==> config.mk <==
export PLATFORM = sky130hd
export DESIGN_NAME = muldiv_unit
export DESIGN_NICKNAME = d
export VERILOG_FILES = /design/src/rtl/muldiv_pkg.sv /design/src/rtl/muldiv_mul_iter.sv /design/src/rtl/muldiv_div_iter.sv /design/src/rtl/muldiv_resreg.sv /design/src/rtl/muldiv_unit.sv
export SDC_FILE = /design/constraint.sdc
export NUM_CORES = 2
export LEC_CHECK = 0
export ABC_AREA = 1
export ABC_CLOCK_PERIOD_IN_PS = 5200
export BUFFER_PORTS_ARGS = -buffer_cell sky130_fd_sc_hd__buf_2
export CORE_UTILIZATION = 48
export DETAILED_ROUTE_END_ITERATION = 8
export GPL_TIMING_DRIVEN = 0
export PLACE_DENSITY = 0.76
export SLEW_MARGIN = 5
export SYNTH_ARGS = -nofsm -noshare
export SYNTH_HDL_FRONTEND = slang
export SYNTH_SLANG_ARGS = --single-unit
==> constraint.sdc <==
create_clock -name clk -period 5.2 [get_ports clk]
set_input_delay 1.04 -clock clk [delete_from_list [all_inputs] [get_ports clk]]
set_output_delay 1.04 -clock clk [all_outputs]
set_load 0.02 [all_outputs]
==> src/rtl/muldiv_pkg.sv <==
// Shared function codes, request classification and decode for the
// multiply/divide unit. Assumes a 6-bit function field.
package muldiv_pkg;

    localparam logic [5:0] FN_RD_UP  = 6'b010000;
    localparam logic [5:0] FN_WR_UP  = 6'b010001;
    localparam logic [5:0] FN_RD_LO  = 6'b010010;
    localparam logic [5:0] FN_WR_LO  = 6'b010011;
    localparam logic [5:0] FN_MUL_S  = 6'b011000;
    localparam logic [5:0] FN_MUL_U  = 6'b011001;
    localparam logic [5:0] FN_DIV_S  = 6'b011010;
    localparam logic [5:0] FN_DIV_U  = 6'b011011;

    typedef enum logic [2:0] {
        K_NONE,
        K_MUL,
        K_DIV,
        K_READ,
        K_WRITE
    } md_kind_e;

    typedef struct packed {
        md_kind_e kind;
        logic     is_signed;
        logic     sel_upper;
    } md_cmd_t;

    // Classify a function code into the action the unit takes
    function automatic md_cmd_t md_decode(input logic [5:0] fn);
        md_cmd_t c;
        c.kind      = K_NONE;
        c.is_signed = 1'b0;
        c.sel_upper = 1'b0;
        case (fn)
            FN_MUL_S: begin c.kind = K_MUL;   c.is_signed = 1'b1; end
            FN_MUL_U: begin c.kind = K_MUL;   end
            FN_DIV_S: begin c.kind = K_DIV;   c.is_signed = 1'b1; end
            FN_DIV_U: begin c.kind = K_DIV;   end
            FN_RD_UP: begin c.kind = K_READ;  c.sel_upper = 1'b1; end
            FN_RD_LO: begin c.kind = K_READ;  end
            FN_WR_UP: begin c.kind = K_WRITE; c.sel_upper = 1'b1; end
            FN_WR_LO: begin c.kind = K_WRITE; end
            default:  c.kind = K_NONE;
        endcase
        return c;
    endfunction

endpackage

==> src/rtl/muldiv_mul_iter.sv <==
// Iterative shift-add multiplier. Works on operand magnitudes and
// retires STEP_BITS multiplier bits per cycle, then negates the 64-bit
// product if the signed operands differ in sign. Assumes WIDTH is a
// multiple of STEP_BITS and that start is only pulsed while idle.
module muldiv_mul_iter #(
    parameter int WIDTH     = 32,
    parameter int STEP_BITS = 4
) (
    input  logic             clk,
    input  logic             rst_n,
    input  logic             start,
    input  logic             is_signed,
    input  logic [WIDTH-1:0] op_a,
    input  logic [WIDTH-1:0] op_b,
    output logic             busy,
    output logic             fin,
    output logic [WIDTH-1:0] res_upper,
    output logic [WIDTH-1:0] res_lower
);
    localparam int STEPS = WIDTH / STEP_BITS;
    localparam int CW    = $clog2(STEPS + 1);
    localparam int PW    = 2 * WIDTH;

    logic [PW-1:0]    acc_q;
    logic [PW-1:0]    mcand_q;
    logic [WIDTH-1:0] mplier_q;
    logic             neg_q;
    logic [CW-1:0]    cnt_q;
    logic             active_q;

    logic [WIDTH-1:0] mag_a;
    logic [WIDTH-1:0] mag_b;
    logic [PW-1:0]    pp [STEP_BITS];
    logic [PW-1:0]    step_sum;
    logic [PW-1:0]    acc_nxt;
    logic [PW-1:0]    prod;

    // Operand magnitudes for the signed forms
    always_comb begin
        mag_a = (is_signed && op_a[WIDTH-1]) ? (~op_a + 1'b1) : op_a;
        mag_b = (is_signed && op_b[WIDTH-1]) ? (~op_b + 1'b1) : op_b;
    end

    // One shifted partial product per retired multiplier bit
    for (genvar j = 0; j < STEP_BITS; j++) begin : g_pp
        assign pp[j] = mplier_q[j] ? (mcand_q << j) : '0;
    end

    // Sum the partial products of this step into the accumulator
    always_comb begin
        step_sum = '0;
        for (int j = 0; j < STEP_BITS; j++) begin
            step_sum = step_sum + pp[j];
        end
        acc_nxt = acc_q + step_sum;
        prod    = neg_q ? (~acc_nxt + 1'b1) : acc_nxt;
    end

    assign busy      = active_q;
    assign fin       = active_q && (cnt_q == CW'(1));
    assign res_upper = prod[PW-1:WIDTH];
    assign res_lower = prod[WIDTH-1:0];

    // Load operands on start, then advance one step per cycle
    always_ff @(posedge clk) begin
        if (!rst_n) begin
            acc_q    <= '0;
            mcand_q  <= '0;
            mplier_q <= '0;
            neg_q    <= 1'b0;
            cnt_q    <= '0;
            active_q <= 1'b0;
        end else if (start) begin
            acc_q    <= '0;
            mcand_q  <= {{WIDTH{1'b0}}, mag_a};
            mplier_q <= mag_b;
            neg_q    <= is_signed && (op_a[WIDTH-1] ^ op_b[WIDTH-1]);
            cnt_q    <= CW'(STEPS);
            active_q <= 1'b1;
        end else if (active_q) begin
            acc_q    <= acc_nxt;
            mcand_q  <= mcand_q << STEP_BITS;
            mplier_q <= mplier_q >> STEP_BITS;
            cnt_q    <= cnt_q - 1'b1;
            if (cnt_q == CW'(1)) begin
                active_q <= 1'b0;
            end
        end
    end

endmodule

==> src/rtl/muldiv_div_iter.sv <==
// Restoring divider, one quotient bit per cycle over WIDTH cycles.
// Divides magnitudes, then negates the quotient when the signs differ
// and gives the remainder the dividend's sign. A zero divisor simply
// runs to completion. Assumes start is only pulsed while idle.
module muldiv_div_iter #(
    parameter int WIDTH = 32
) (
    input  logic             clk,
    input  logic             rst_n,
    input  logic             start,
    input  logic             is_signed,
    input  logic [WIDTH-1:0] op_a,
    input  logic [WIDTH-1:0] op_b,
    output logic             busy,
    output logic             fin,
    output logic [WIDTH-1:0] res_upper,
    output logic [WIDTH-1:0] res_lower
);
    localparam int STEPS = WIDTH;
    localparam int CW    = $clog2(STEPS + 1);

    logic [WIDTH-1:0] rem_q;
    logic [WIDTH-1:0] quo_q;
    logic [WIDTH-1:0] dvsr_q;
    logic             negq_q;
    logic             negr_q;
    logic [CW-1:0]    cnt_q;
    logic             active_q;

    logic [WIDTH-1:0] mag_a;
    logic [WIDTH-1:0] mag_b;
    logic [WIDTH:0]   shifted;
    logic [WIDTH:0]   diff;
    logic             fits;
    logic [WIDTH-1:0] rem_nxt;
    logic [WIDTH-1:0] quo_nxt;

    // Operand magnitudes for the signed forms
    always_comb begin
        mag_a = (is_signed && op_a[WIDTH-1]) ? (~op_a + 1'b1) : op_a;
        mag_b = (is_signed && op_b[WIDTH-1]) ? (~op_b + 1'b1) : op_b;
    end

    // Trial subtraction of one restoring step
    always_comb begin
        shifted = {rem_q, quo_q[WIDTH-1]};
        diff    = shifted - {1'b0, dvsr_q};
        fits    = !diff[WIDTH];
        rem_nxt = fits ? diff[WIDTH-1:0] : shifted[WIDTH-1:0];
        quo_nxt = {quo_q[WIDTH-2:0], fits};
    end

    assign busy      = active_q;
    assign fin       = active_q && (cnt_q == CW'(1));
    assign res_lower = negq_q ? (~quo_nxt + 1'b1) : quo_nxt;
    assign res_upper = negr_q ? (~rem_nxt + 1'b1) : rem_nxt;

    // Load operands on start, then shift in one quotient bit per cycle
    always_ff @(posedge clk) begin
        if (!rst_n) begin
            rem_q    <= '0;
            quo_q    <= '0;
            dvsr_q   <= '0;
            negq_q   <= 1'b0;
            negr_q   <= 1'b0;
            cnt_q    <= '0;
            active_q <= 1'b0;
        end else if (start) begin
            rem_q    <= '0;
            quo_q    <= mag_a;
            dvsr_q   <= mag_b;
            negq_q   <= is_signed && (op_a[WIDTH-1] ^ op_b[WIDTH-1]);
            negr_q   <= is_signed && op_a[WIDTH-1];
            cnt_q    <= CW'(STEPS);
            active_q <= 1'b1;
        end else if (active_q) begin
            rem_q <= rem_nxt;
            quo_q <= quo_nxt;
            cnt_q <= cnt_q - 1'b1;
            if (cnt_q == CW'(1)) begin
                active_q <= 1'b0;
            end
        end
    end

endmodule

==> src/rtl/muldiv_resreg.sv <==
// Upper and lower result registers. An engine completion writes both
// words. A direct write touches only its own word. The engine takes
// priority, although the interlock keeps the two from coinciding.
module muldiv_resreg #(
    parameter int WIDTH = 32
) (
    input  logic             clk,
    input  logic             rst_n,
    input  logic             eng_we,
    input  logic [WIDTH-1:0] eng_upper,
    input  logic [WIDTH-1:0] eng_lower,
    input  logic             wr_upper,
    input  logic             wr_lower,
    input  logic [WIDTH-1:0] wr_data,
    output logic [WIDTH-1:0] upper_q,
    output logic [WIDTH-1:0] lower_q
);
    // Capture engine results or a single-word write
    always_ff @(posedge clk) begin
        if (!rst_n) begin
            upper_q <= '0;
            lower_q <= '0;
        end else if (eng_we) begin
            upper_q <= eng_upper;
            lower_q <= eng_lower;
        end else begin
            if (wr_upper) upper_q <= wr_data;
            if (wr_lower) lower_q <= wr_data;
        end
    end

endmodule

==> src/rtl/muldiv_unit.sv <==
// Multiply/divide unit top. Decodes each request and stalls only the
// requests that touch the result registers while an engine is running.
// It starts the multiplier or divider, serves reads combinationally and
// commits engine results. Assumes the core holds a stalled request.
module muldiv_unit #(
    parameter int WIDTH         = 32,
    parameter int MUL_STEP_BITS = 4
) (
    input  logic             clk,
    input  logic             rst_n,
    input  logic             req_valid,
    input  logic [5:0]       req_func,
    input  logic [WIDTH-1:0] req_src_a,
    input  logic [WIDTH-1:0] req_src_b,
    output logic             req_stall,
    output logic             busy,
    output logic             rd_valid,
    output logic [WIDTH-1:0] rd_data
);
    import muldiv_pkg::*;

    md_cmd_t          cmd;
    logic             accept;
    logic             mul_start;
    logic             div_start;
    logic             mul_busy, div_busy;
    logic             mul_fin, div_fin;
    logic [WIDTH-1:0] mul_up, mul_lo, div_up, div_lo;
    logic             res_we;
    logic [WIDTH-1:0] res_up, res_lo;
    logic [WIDTH-1:0] upper_q, lower_q;

    // Request decode, interlock and start strobes
    always_comb begin
        cmd       = md_decode(req_func);
        req_stall = req_valid && (cmd.kind != K_NONE) && busy;
        accept    = req_valid && !req_stall;
        mul_start = accept && (cmd.kind == K_MUL);
        div_start = accept && (cmd.kind == K_DIV);
    end

    muldiv_mul_iter #(
        .WIDTH     (WIDTH),
        .STEP_BITS (MUL_STEP_BITS)
    ) u_mul (
        .clk       (clk),
        .rst_n     (rst_n),
        .start     (mul_start),
        .is_signed (cmd.is_signed),
        .op_a      (req_src_a),
        .op_b      (req_src_b),
        .busy      (mul_busy),
        .fin       (mul_fin),
        .res_upper (mul_up),
        .res_lower (mul_lo)
    );

    muldiv_div_iter #(
        .WIDTH (WIDTH)
    ) u_div (
        .clk       (clk),
        .rst_n     (rst_n),
        .start     (div_start),
        .is_signed (cmd.is_signed),
        .op_a      (req_src_a),
        .op_b      (req_src_b),
        .busy      (div_busy),
        .fin       (div_fin),
        .res_upper (div_up),
        .res_lower (div_lo)
    );

    // Select the finishing engine's result
    always_comb begin
        busy   = mul_busy || div_busy;
        res_we = mul_fin || div_fin;
        res_up = div_fin ? div_up : mul_up;
        res_lo = div_fin ? div_lo : mul_lo;
    end

    muldiv_resreg #(
        .WIDTH (WIDTH)
    ) u_regs (
        .clk       (clk),
        .rst_n     (rst_n),
        .eng_we    (res_we),
        .eng_upper (res_up),
        .eng_lower (res_lo),
        .wr_upper  (accept && (cmd.kind == K_WRITE) && cmd.sel_upper),
        .wr_lower  (accept && (cmd.kind == K_WRITE) && !cmd.sel_upper),
        .wr_data   (req_src_a),
        .upper_q   (upper_q),
        .lower_q   (lower_q)
    );

    // Serve an accepted read in the same cycle
    always_comb begin
        rd_valid = accept && (cmd.kind == K_READ);
        rd_data  = rd_valid ? (cmd.sel_upper ? upper_q : lower_q) : '0;
    end

endmodule

==> run metrics <==
result of the run=finished, violations left; failing checks=negative setup slack; share of flip-flops with an asynchronous set or reset=0; number of setup violations in the final report=35; endpoints failing hold=0; Post-Layout Inst Area=0.0426 mm^2; pin count of the biggest net entering global routing=14; final critical-path required period=roughly 5500 ps; largest fanout on the critical path=7; drt via density=5.72; vias in the first global route=around 38000; HPWL after detailed placement=126 mm; cell type with the largest total area after synthesis=nand2_1; CTS Root Cell=clkbuf_16; Die Span Y=270 um; instance area at placement=approximately 0.036 mm^2; Worst-Margin Slew=1240 ps; number of vias in the routed layout=40800; layout overhead on the synthesized area=23.4%; number of core rows=97; Max IR drop VDD=0.258 mV; clock-pin slew of the registers on the worst-case setup and hold paths=~60 ps; # placed instances=roughly 6900; total detailed-routing wirelength=159 mm; synthesized area=0.0345 mm^2; number of DRC violations after detailed-routing iteration 0=5344; Worst Setup Slack post-DPL=-2030 ps; share of final-layout standard cells stronger than drive strength 1=0.180; quantity of I/O buffers inserted on ports=107; most used cells in the layout excluding fill and tap cells=1690 x nand2_1, 1132 x inv_1, 331 x dfxtp_1; worst relative slew slack=0.171; total overflow reported by the global router=0; wire length of the first global-routing pass=227 mm; Final Slew Violations=0; Max clock buf depth=3; max-cap check violation count=0; starting density of the core=0.489; number of enable flip-flop cells after synthesis=0; share of the cycle needed by the critical path after routing=1.05; dominant cells by area after synthesis=nand2_1 21%, dfxtp_1 19%, inv_1 13%; fmax=182 MHz; beginning of the critical path=u_mul.mplier_q[3]; sequential share of the synthesized area=0.194; all-layer global routing usage=0.414; CTS tree=built; Post-Synthesis Cells=5866; Std-Cell Core Area=0.0706 mm^2; Distinct cells, synth=59; Final Skew=13.3 ps; worst-skew pair later-pin latency=590 ps; category of the worst setup path capture point=register; deepest level of the CTS H-tree=2; top cell type's share of synthesized area=0.214; final-layout fill cell count=6792; num ports=approximately 110; average instance area after synthesis=about 5.9 um^2; clock net sink count=335; clock buffers created by TritonCTS=39; Post-Synthesis Net Count=around 6200; critical path startpoint category=register; non-filler cells, final=7131; number of DRC violations after detailed routing=0; category of the most critical setup path=reg -> reg; pwr dens=about 190 mW/mm^2; die width=270 um; RSZ-0062 raised after global routing=yes; post-cts hold buffer count=0; commonest non-fill, non-tap cell in the layout=nand2_1; initial antenna violation count=8; final worst setup slack=-284 ps; number of storage elements in the synthesis netlist=335; leakage power of the design=0.0228 uW; Min-Delay Path Class=reg -> reg; post-layout net count=between 6000 and 7000; overall die area=0.0730 mm^2; origin of the critical flop-to-flop path=u_mul.mplier_q[3]; yosys warns=0; placer's final routability congestion estimate=1.08; number of optimization iterations in the first detailed-route pass=6; Top FF cell, synth=dfxtp_1; crit path DAT=about 6000 ps; launch point of the worst hold path=u_mul.mplier_q[31]; CP Data Required Time=5710 ps; antenna-violating nets left=0; routed length per instance=about 22 um
==> through the flow <==
| stage | setup TNS, ps | hold slack [ps] | utilization | total power (uW) |
|---|---|---|---|---|
| 2_1_floorplan | 0 | 435 | - | 4080 |
| 3_3_place_gp | -114830 | 453 | 0.513 | 4710 |
| 3_5_place_dp | -120040 | 457 | 0.513 | 4720 |
| 4_1_cts | -1590 | 466 | 0.570 | 7700 |
| 5_1_grt | -9910 | 490 | 0.603 | 8200 |
| 6_report | -5190 | 472 | 0.603 | 7940 |
==> logic make-up (layout without fill, tap and decap cells) <==
| family | count (synthesis) | in the layout | share of synthesized area |
|---|---|---|---|
| adder cells (fa/ha/maj) | 289 | 289 | 0.145 |
| AND/OR/NAND/NOR | 2963 | 2963 | 0.352 |
| XOR/XNOR | 87 | 87 | 0.0221 |
| flip-flops | 335 | 335 | 0.194 |
| AO/OA/AOI/OAI | 802 | 802 | 0.134 |
| other | 0 | 3 | 0 |
| buffers and inverters | 1390 | 1712 | 0.153 |
==> layout make-up <==
type / instances / area, um^2 / share of cell area
multi-input cells: 4141 / 26000 / 0.611
flip-flops and latches: 335 / 6720 / 0.158
inverters: 1191 / 4480 / 0.105
repair buffers: 258 / 1830 / 0.0429
well taps: 940 / 1180 / 0.0276
clock buffers: 53 / 1100 / 0.0258
plain buffers: 195 / 1070 / 0.0252
clock inverters: 15 / 186 / 0.00438
diodes: 3 / 7.51 / 0.000176
==> sequential cells by signal, indices dropped and copies added (netlist names) <==
signal	flops
u_mul.neg_q	1
u_regs.lower_q	32
u_div.quo_q	32
u_mul.mplier_q	32
u_mul.busy	1
u_regs.upper_q	32
u_div.dvsr_q	32
u_mul.mcand_q	64
u_div.negr_q	1
u_mul.acc_q	64
u_div.negq_q	1
u_div.rem_q	32
u_mul.cnt_q	4
u_div.cnt_q	6
u_div.busy	1
==> path summary, 6_finish.rpt <==
| check | slack (ps) | depth (start not counted) | to |
|---|---|---|---|
| worst max-delay path | -280 | 26 | u_regs.upper_q[8] |
| worst min-delay path | 470 | 2 | u_mul.mplier_q[31] |
| worst max register to register | -280 | 26 | u_regs.upper_q[8] |
| worst min register to register | 470 | 2 | u_mul.mplier_q[31] |
==> timing repair <==
item,CTS,global route
gates resized for setup,522,498
pin swaps,110,176
gates cloned,2,1
setup buffers,86,65
endpoints found under the setup margin,114,50
==> worst max-delay path, stage by stage, from the launching register on <==
cell and delay, ps:
dfxtp_4 360, buf_12 150, clkbuf_16 190, nand2_4 70, inv_2 40, fa_1 480, fa_1 500, inv_1 50
fa_1 420, inv_1 70, ha_2 170, inv_2 40, fa_2 600, nand3_2 120, nor2_4 160, nand3_2 120
nor2_4 140, nand3_2 80, nor2_1 110, nand3_1 150, nor2_4 180, nand4_1 250, o21ai_4 320, a21oi_1 160
o21ai_1 170, nand2_1 130, a21oi_1 160
==> power by group <==
group | internal (uW) | switching (uW)
Combinational | 727 | 1650
Clock | 1680 | 1250
Sequential | 2590 | 34.1
==> cell usage after synthesis, types with 11 or more instances <==
master    instances
nand3b_1         31
nor4_1           12
clkbuf_1        153
fa_1            185
nor2_1          443
ha_1            104
inv_2            12
o221ai_1         14
o211ai_1         36
nand2_2          29
a21oi_1         328
xnor2_1          20
nor2_2           18
nand3_1         333
nand2_1        1971
o22ai_1          30
xor2_1           67
o21ai_0         203
nand4_1          48
a211oi_1         26
inv_1          1176
a22oi_1          41
buf_1            26
nor3_1           45
a31oi_1          61
dfxtp_1         335
o21ai_1          13
buf_2            11
o21bai_1         13
==> layer usage <==
layer,global-route usage,up-vias,wire length (um)
li1,-,18700,-
met1,0.522,18900,60400
met2,0.643,2557,67900
met3,0.0943,582,18700
met4,0.249,8,11700
met5,0,-,45
Power figures use the tool's default switching activity.
